File: src/rtl/adc_wd_pkg.sv
package adc_wd_pkg;
  localparam int unsigned DATA_W = 12;
  localparam int unsigned CHAN_W = 5;

  typedef enum logic {
    GRP_REGULAR  = 1'b0,
    GRP_INSERTED = 1'b1
  } grp_e;

  typedef struct packed {
    logic              valid;
    grp_e              grp;
    logic [CHAN_W-1:0] chan;
    logic [DATA_W-1:0] data;
  } result_t;
endpackage

File: src/rtl/adc_wd_window.sv
module adc_wd_window #(
  parameter int unsigned DATA_W = 12
) (
  input  logic [DATA_W-1:0] data_i,
  input  logic [DATA_W-1:0] low_i,
  input  logic [DATA_W-1:0] high_i,
  output logic              outside_o
);
  logic below, above;
  assign below     = data_i < low_i;
  assign above     = data_i > high_i;
  assign outside_o = below | above;
endmodule

File: src/rtl/adc_wd_select.sv
module adc_wd_select
  import adc_wd_pkg::*;
#(
  parameter int unsigned NUM_GRP = 2
) (
  input  result_t           res_i,
  input  logic [NUM_GRP-1:0] grp_en_i,
  input  logic              single_i,
  input  logic [CHAN_W-1:0] sel_chan_i,
  output logic              watched_o
);
  logic [NUM_GRP-1:0] grp_hit;

  for (genvar g = 0; g < NUM_GRP; g++) begin : g_grp
    assign grp_hit[g] = grp_en_i[g] && (int'(res_i.grp) == g);
  end

  logic chan_ok;
  assign chan_ok   = !single_i || (res_i.chan == sel_chan_i);
  assign watched_o = res_i.valid && (|grp_hit) && chan_ok;
endmodule

File: src/rtl/adc_wd_flag.sv
module adc_wd_flag (
  input  logic clk_i,
  input  logic rst_ni,
  input  logic set_i,
  input  logic clr_i,
  output logic flag_o
);
  always_ff @(posedge clk_i or negedge rst_ni) begin
    if (!rst_ni)    flag_o <= 1'b0;
    else if (set_i) flag_o <= 1'b1;  // set wins over clear
    else if (clr_i) flag_o <= 1'b0;
  end
endmodule

File: src/rtl/adc_wd.sv
module adc_wd
  import adc_wd_pkg::*;
#(
  parameter int unsigned DW = DATA_W,
  parameter int unsigned CW = CHAN_W
) (
  input  logic          clk_i,
  input  logic          rst_ni,
  input  logic          res_valid_i,
  input  logic [DW-1:0] res_data_i,
  input  logic [CW-1:0] res_chan_i,
  input  logic          res_inserted_i,
  input  logic          reg_en_i,
  input  logic          ins_en_i,
  input  logic          single_chan_i,
  input  logic [CW-1:0] sel_chan_i,
  input  logic [DW-1:0] thr_low_i,
  input  logic [DW-1:0] thr_high_i,
  input  logic          irq_en_i,
  input  logic          flag_clr_i,
  output logic          flag_o,
  output logic          irq_o
);
  localparam int unsigned NUM_GRP = 2;

  result_t            res;
  logic [NUM_GRP-1:0] grp_en;
  logic               watched, outside, hit;

  assign res.valid = res_valid_i;
  assign res.grp   = res_inserted_i ? GRP_INSERTED : GRP_REGULAR;
  assign res.chan  = res_chan_i;
  assign res.data  = res_data_i;

  assign grp_en[GRP_REGULAR]  = reg_en_i;
  assign grp_en[GRP_INSERTED] = ins_en_i;

  adc_wd_select #(.NUM_GRP(NUM_GRP)) u_select (
    .res_i      (res),
    .grp_en_i   (grp_en),
    .single_i   (single_chan_i),
    .sel_chan_i (sel_chan_i),
    .watched_o  (watched)
  );

  adc_wd_window #(.DATA_W(DW)) u_window (
    .data_i    (res_data_i),
    .low_i     (thr_low_i),
    .high_i    (thr_high_i),
    .outside_o (outside)
  );

  assign hit = watched && outside;

  adc_wd_flag u_flag (
    .clk_i  (clk_i),
    .rst_ni (rst_ni),
    .set_i  (hit),
    .clr_i  (flag_clr_i),
    .flag_o (flag_o)
  );

  assign irq_o = flag_o && irq_en_i;
endmodule


File: config.mk
export PLATFORM = sky130hd
export DESIGN_NAME = adc_wd
export DESIGN_NICKNAME = d
export VERILOG_FILES = /design/src/rtl/adc_wd_pkg.sv /design/src/rtl/adc_wd_window.sv /design/src/rtl/adc_wd_select.sv /design/src/rtl/adc_wd_flag.sv /design/src/rtl/adc_wd.sv
export SDC_FILE = /design/constraint.sdc
export NUM_CORES = 1
export LEC_CHECK = 0
export CAP_MARGIN = 40
export CORE_MARGIN = 2
export CORE_UTILIZATION = 32
export CTS_CLUSTER_SIZE = 14
export DETAILED_ROUTE_END_ITERATION = 8
export PLACE_DENSITY = 0.86
export SLEW_MARGIN = 30
export SYNTH_ARGS = -nofsm -noshare
export SYNTH_HDL_FRONTEND = slang
export SYNTH_SLANG_ARGS = --single-unit
File: constraint.sdc
create_clock -name clk_i -period 0.9 [get_ports clk_i]
set_input_delay 0.225 -clock clk_i [delete_from_list [all_inputs] [get_ports clk_i]]
set_output_delay 0.225 -clock clk_i [all_outputs]
set_load 0.1 [all_outputs]
### Word-level counts from Yosys, hierarchy flattened

Index checks and enable logic that the tools add are counted.

* register bits after elaboration: 1
* input port bits: 55
* output and inout bits: 2
* word-level logic and storage cells: 19

* magnitude comparators: 2
* equal/unequal tests: 1
* muxes and demuxes: 3
* bitwise gates (word level): 2
* reduce and logical (&&, ||, !) cells: 10

Operators by type and width (count)
* 12-bit greater-than comparator: 1
* 12-bit < comparator: 1
* 1-bit logical AND: 6
* 5-bit == test: 1
* 1-bit two-way mux: 3
* 2-bit nonzero test: 1
* 2-bit OR reduction: 1
* 1-bit zero test: 1
* 1-bit logical OR: 1
* 1-bit NOT: 1
* 1-bit OR: 1

### Depth between registers and ports, before layout

Gate-level depths: netlist of run 1.

* depth in word-level cells: 8
* mapped depth: 8
* depth with buffers taken out: 8

### Hierarchy

Synthesis of run 1 repeated with hierarchy kept, for this count alone.

* cells, all modules: 98
* area total of the unflattened synthesis: 732.0 um2

Modules (own cells, without submodules)
* adc_wd_window: instances 1, cells each 83, area each 590.6 um2, seq. area each 0.0 um2
* adc_wd_select: instances 1, cells each 10, area each 92.6 um2, seq. area each 0.0 um2
* adc_wd_flag: instances 1, cells each 3, area each 36.3 um2, seq. area each 25.0 um2
* adc_wd: instances 1, cells each 2, area each 12.5 um2, seq. area each 0.0 um2

### Least setup slack after synthesis of run 1

OpenSTA, ideal clock, no wires.

* path type: register -> output
* start: register u_flag.flag_o
* end: output irq_o
* arrival: 1.777 ns
* required time: 0.675 ns
* setup slack: -1.102 ns
* stages on the path, launching flop included: 2
* path buffers: 0
* cell sequence: dfrtp_1 and2_1

* word-level cells in the longest chain between the ends: 1

RTL lines
* from (decl): line adc_wd_flag.sv:6 `output logic flag_o`
* from (signal assigned): line adc_wd_flag.sv:9 `if (!rst_ni) flag_o <= 1'b0;`
* from (signal assigned): line adc_wd_flag.sv:10 `else if (set_i) flag_o <= 1'b1;`
* from (signal assigned): line adc_wd_flag.sv:11 `else if (clr_i) flag_o <= 1'b0;`
* 1-bit logical AND: line adc_wd.sv:63 `assign irq_o = flag_o && irq_en_i;`
* to (decl): line adc_wd.sv:22 `output logic irq_o`

No other way between the ends.

### Worst setup path after layout of run 1

* start: input res_data_i[1]
* end: register u_flag.flag_o

* word-level cells in the longest chain between the ends: 4
* elaborated cells on any way between the ends: 6
* classes of those cells: 2 x order compare; 1 x mux; 1 x bitwise; 2 x reduce/logical

RTL lines
* from (decl): line adc_wd.sv:10 `input logic [DW-1:0] res_data_i,`
* 12-bit < comparator or 12-bit greater-than comparator (tied branches): line adc_wd_window.sv:10, adc_wd_window.sv:11
* 1-bit OR (*): line adc_wd_window.sv:12 `assign outside_o = below | above;`
* 1-bit logical AND (*): line adc_wd.sv:53 `assign hit = watched && outside;`
* 1-bit two-way mux or 2-bit nonzero test (tied branches)

Mark *: on every way between the ends. The rest lies on a longest branch, timed or not.
A chain may end at the register's enable or synchronous reset.

==> results of run 1 <==
## cell type report
cell class | count | area share
inverter | 24 | 0.0649
multi-input combinational | 66 | 0.534
sequential | 1 | 0.0162
tap | 27 | 0.0209
timing repair buffer | 65 | 0.364
## cells by family (layout without fill, tap and decap cells)
logic type / Yosys count / in the layout
buffers and inverters: 24 / 89
adder cells (fa/ha/maj): 23 / 23
AO/OA/AOI/OAI: 21 / 21
AND/OR/NAND/NOR: 17 / 17
XOR/XNOR: 5 / 5
flip-flops: 1 / 1
## worst max-delay path, stage by stage
cell and delay [ns]:
buf_8 0.11, ha_4 0.23, nor2b_4 0.12, o211ai_2 0.17, a211oi_2 0.10, a2111oi_2 0.28, a2bb2oi_2 0.17, o22ai_1 0.09
## path summary, 6_finish.rpt
kind                       slack [ns]            end  depth (start not counted)
setup / recovery                -0.72  u_flag.flag_o                          8
hold / removal                   0.38  u_flag.flag_o                          1
setup reg to reg                 0.14  u_flag.flag_o                          3
hold reg to reg                  0.68  u_flag.flag_o                          3
max in group asynchronous        0.41  u_flag.flag_o                          1
min in group clk_i               0.68  u_flag.flag_o                          3
## power by group
part	switching [mW]	internal, mW	total, mW
Sequential	0.00359	0.0517	0.0553
Clock	0	0	0
Combinational	0.355	0.456	0.811
## per-layer routing
metal,share of wire,vias to the layer above,wire length (µm)
li1,-,450,-
met1,0.37,418,967
met2,0.60,21,1580
met3,0.033,0,86
met4,0,0,0
met5,0,-,0
## timing repair
action | CTS | global route
setup buffers | 2 | 0
resized for setup | 146 | 3
setup endpoints to repair | 3 | 2
pin swaps | 34 | 0
## cell usage in the layout, fill, tap and decap left out, types with 3 or more instances in the layout
cell and instances:
inv_2 14, buf_12 3, a21o_1 3, clkdlybuf4s15_2 3
xnor2_1 3, buf_4 7, a21oi_2 5, nand4_1 3
ha_4 18, clkdlybuf4s50_1 17, buf_2 15, ha_1 3
inv_1 8, dlygate4sd2_1 13, buf_6 3
## per-stage QoR
stage,util,hold WS (ns),worst slack [ns]
final,0.809,0.377,-0.717
after global routing,0.809,0.390,-0.823
after CTS,0.804,0.378,-0.633
after detailed placement,0.722,0.376,-1.25
after global placement,0.722,0.375,-1.21
after floorplan,-,-0.0706,-0.502
==> reports/qor.txt, run 1 <==
Number of routed nets with antenna violations - 0
First-pass GRT wire length - 4180 µm
Ys async rst share - 1.00
Max Slew Vio Count - 0
Endpoints failing setup - 2
Pwr/cell area - 535 nW/µm²
Synth Area in Simple Gates - 0.136
Mux cell area share after synthesis - 0
Area of the multi-input gates - 865 µm²
Final nets - 236
Core area - 2000 µm²
Fillers - 119
Final Cell Area - 1620 µm²
Fin crit period - 1.62 ns
Met3 Usage GRT - 0.00893
Share of layout cells above drive strength 1 - 0.545
Cell variety after synth - 27
Crit path capture type - flop
Xor/xnor cell area share of the yosys netlist - 0.0635
Yosys warning count - 0
Cell Rows - 16
Die H - 50.4 µm
Placed Area - 1450 µm²
Post-synth EDFFs - 0
Top FF cell, synth - dfrtp_1
Via density - 4.86
Count leader, synth - inv_1
Final worst slack - -0.717 ns
Compound-Gate Fraction of Synth Area - 0.216
CP max FO - 2
Synthesized Nets - 169
Commonest cells post-synth - inv_1 (24), ha_1 (23), a21oi_1 (7)
Post-synth top area share - 0.417
Hold buffer count at CTS - 0
Sequential area share after synthesis - 0.0363
Final Cycle Share - 1.80
CP Launch Point - res_data_i[1]
Largest family of logic cells by synthesized area - adder cells
Area growth, synth to finish - 135%
Hold crit path type - primary input to async pin
Avg Inst Size Synth - 7.58 µm²
Leading registers by flop count - u_flag.flag_o (1)
Total track usage - 0.208
Relative slew slack - 0.768
IO Pins - 57
Initial core utilization - 0.344
Busiest grt layer - met2
Status - finished, violations left
Sequential Area - 26.3 µm²
Top post-synthesis cells by area - ha_1 (42%), inv_1 (13%), a21oi_1 (5.1%), xnor2_1 (3.8%), dfrtp_1 (3.6%)
PortBufs - 56
Syn Std Cell Area - 689 µm²
Vias in the first global route - 993
Pin count of the biggest net entering global routing - 4
Largest reg by FF count - u_flag.flag_o
Kind of critical path - primary input to flop
RSZ-0062 raised after global routing - true
Peak VDD IR - 0.453 mV
Crit path launch type - primary input
Non-Filler Instances - 183
Die footprint - 2540 µm²
Setup TNS - -0.732 ns
Antenna fix cells - 0
HPWL Detailed - 2000 µm
Failing checks - negative setup slack
Die width - 50.4 µm
Number of instances in the placed design - 181
Initial DRT Pass Iterations - 2
Final hold violations - 0
Least-Margin Pin Slew - 0.348 ns
Antenna violations before repair - 0
F_max - 619 MHz
WL final - 2630 µm
Adder-Cell Fraction of Synth Area - 0.417
1st-iter DRT viols - 6
DR vias - 889
Yosys top cell by area - ha_1
Max FFs per register - 1
Register bit count reported by yosys - 1
Arr. time, crit path - 1.48 ns
Global placer's final weighted congestion - 0.745
Clock Skew - 0 ns
WL per Instance - 14.4 µm
GRT overflow - 0
DRC viols - 0
GR Util met2 - 0.469
Static Leakage - 0.723 nW
Worst path required time - 0.77 ns
Met1 GRT Util - 0.210
Power Total - 867 µW
RR Startpoint - u_flag.flag_o
Clk_lat worst skew - 0 ns
MaxCap Viol Count - 0
Clk slew on worst S/H paths - 0 ns
Cells after synthesis - 91
Power figures use the tool's default switching activity.
==> run 2, diff against run 1 <==
==> constraint.sdc (replaced) <==
create_clock -name clk_i -period 1.8 [get_ports clk_i]
set_input_delay 0.45 -clock clk_i [delete_from_list [all_inputs] [get_ports clk_i]]
set_output_delay 0.45 -clock clk_i [all_outputs]
set_load 0.1 [all_outputs]
==> reports/qor.txt, run 2 (synthesized netlist as in run 1, its figures left out) <==
Kind of critical path - primary input to flop
First-pass GRT wire length - 4150 µm (-0.67%)
Pin count of the biggest net entering global routing - 4 (unchanged)
Antenna violations before repair - 0 (unchanged)
Int Power - 242 µW (-52%)
Die width - 50.4 µm (unchanged)
PortBufs - 56 (unchanged)
RSZ-0062 raised after global routing - true
WL final - 2570 µm (-2.3%)
DRC viols - 0 (unchanged)
Initial DRT Pass Iterations - 4 (+2)
Slowest-stage cell, CP - a2111oi_2
Fin crit period - 1.86 ns
IO Pins - 57 (unchanged)
Core area - 2000 µm² (unchanged)
Arr. time, crit path - 1.73 ns (+0.25 ns)
Vias in the first global route - 1025 (+3.2%)
Sw power - 172 µW (-52%)
GRT overflow - 0 (unchanged)
Relative slew slack - 0.808 (+0.0402)
Initial core utilization - 0.344 (unchanged)
Worst path required time - 1.66 ns (+0.89 ns)
Via density - 4.97 (+2.2%)
MaxCap Viol Count - 0 (unchanged)
Least-Margin Pin Slew - 0.288 ns (-0.0601 ns)
Final hold violations - 0 (unchanged)
Leading cell type in the layout, fill and taps excluded - clkdlybuf4s50_1
Met3 Usage GRT - 0.0119 (+0.00298)
Final Cycle Share - 1.04
Global placer's final weighted congestion - 0.677 (-9.1%)
Gate power share - 0.930 (-0.006)
GR Util met2 - 0.434 (-0.0351)
Hold buffer count at CTS - 0 (unchanged)
Sw frac - 0.415 (+0.00127)
Crit path launch type - primary input
Pwr/cell area - 267 nW/µm² (-50%)
Endpoints failing setup - 1 (-1)
Max Slew Vio Count - 0 (unchanged)
Area growth, synth to finish - 125%
Sequential Power Share - 0.070 (+0.006)
CP max FO - 2 (unchanged)
Share of layout cells above drive strength 1 - 0.490 (-0.0545)
Clock Skew - 0 ns (unchanged)
Total track usage - 0.207 (-0.00160)
DR vias - 904 (+1.7%)
HPWL Detailed - 1940 µm (-3.2%)
F_max - 536 MHz
Die H - 50.4 µm (unchanged)
Final nets - 235 (-0.42%)
WL per Instance - 14.1 µm (-1.8%)
Clk slew on worst S/H paths - 0 ns (unchanged)
Met1 GRT Util - 0.209 (-0.00104)
Clk_lat worst skew - 0 ns (unchanged)
Crit path capture type - flop
1st-iter DRT viols - 5 (-1)
Peak VDD IR - 0.239 mV (-47%)
Leading registers by flop count - u_flag.flag_o (1)
Static Leakage - 0.701 nW (-3.0%)
Non-Filler Instances - 182 (-0.55%)
Largest reg by FF count - u_flag.flag_o
Final hold slack - 0.589 ns (+0.212 ns)
Hold crit path type - flop to flop
Die footprint - 2540 µm² (unchanged)
Number of instances in the placed design - 181 (unchanged)
Busiest grt layer - met2
Critical path, cell by cell - buf_6 -> inv_4 -> ha_4 -> nor2b_4 -> o211ai_2 -> a211oi_2 -> a2111oi_2 -> a2bb2oi_1 -> o22ai_1
Antenna fix cells - 0 (unchanged)
Slowest Stage Delay on Critical Path - 0.23 ns (-0.05 ns)
Number of routed nets with antenna violations - 0 (unchanged)
Post-Place Worst Slack - -0.576 ns (+0.674 ns)
Clk pwr share - 0 (unchanged)
Cell Rows - 16 (unchanged)
Status - finished, violations left
Max FFs per register - 1 (unchanged)
Power Total - 413 µW (-52%)
Setup TNS - -0.0644 ns (+0.668 ns)
Failing checks - negative setup slack
Commonest non-fill, non-tap cells in the layout - clkdlybuf4s50_1 (20), ha_4 (16), inv_2 (13), buf_2 (13), dlygate4sd2_1 (13)
Final worst slack - -0.0644 ns (+0.652 ns)
==> run 2: cell types whose count changed in the layout (fill, tap and decap cells not counted), sizes merged <==
cell	change
buf	-4
clkdlybuf4s50	+3
==> run 2: path summary, 6_finish.rpt <==
kind | depth (start not counted) | slack, ns | startpoint | end
worst max-delay path | 9 | -0.06 | thr_high_i[1] | u_flag.flag_o
worst min-delay path | 2 | 0.59 | u_flag.flag_o | u_flag.flag_o
worst max register to register | 2 | 1.13 | u_flag.flag_o | u_flag.flag_o
worst min register to register | 2 | 0.59 | u_flag.flag_o | u_flag.flag_o
max in group asynchronous | 1 | 1.09 | rst_ni | u_flag.flag_o
min in group asynchronous | 1 | 0.60 | rst_ni | u_flag.flag_o
==> run 2: worst max-delay path: cells and delay by family <==
kind                       cells  cell delay [ns]
adders and majority gates      1             0.19
and+or+nand+nor                1             0.12
buffers and inverters          2             0.15
AOI/OAI and AO/OA              5             0.82
==> run 2: cell type report <==
cell class	instances	area, µm²
multi-input combinational	66	832
timing repair buffer	64	563
fill	143	452
inverter	24	95.1
tap	27	33.8
sequential	1	26.3
==> run 2: routing by layer <==
layer  part of all wire  vias to the layer above
met5                  0                        -
met1               0.35                      408
met3              0.048                        8
met4              0.029                        0
li1                   -                      448
met2               0.57                       40
==> run 2: through the flow <==
stage	util	cell area, µm²
after floorplan	-	692
after global placement	0.679	1360
after detailed placement	0.679	1360
after CTS	0.771	1540
after global routing	0.774	1550
final	0.774	1550
==> run 2: repair_timing <==
| item | 4_1_cts | 5_1_grt |
|---|---|---|
| pin swaps | 36 | 0 |
| endpoints found under the hold margin | 0 | 0 |
| gates resized for setup | 138 | 1 |
| setup endpoints to repair | 1 | 1 |
| setup buffers | 1 | 0 |
==> run 2: power groups by stage <==
stage	Combinational (mW)	Clock, mW	Sequential (mW)
finish	0.385	0	0.0289
global route	0.414	0	0.0297
CTS	0.369	0	0.0291
detailed placement	0.320	0	0.0290
global placement	0.307	0	0.0290
floorplan	0.119	0	0.0459
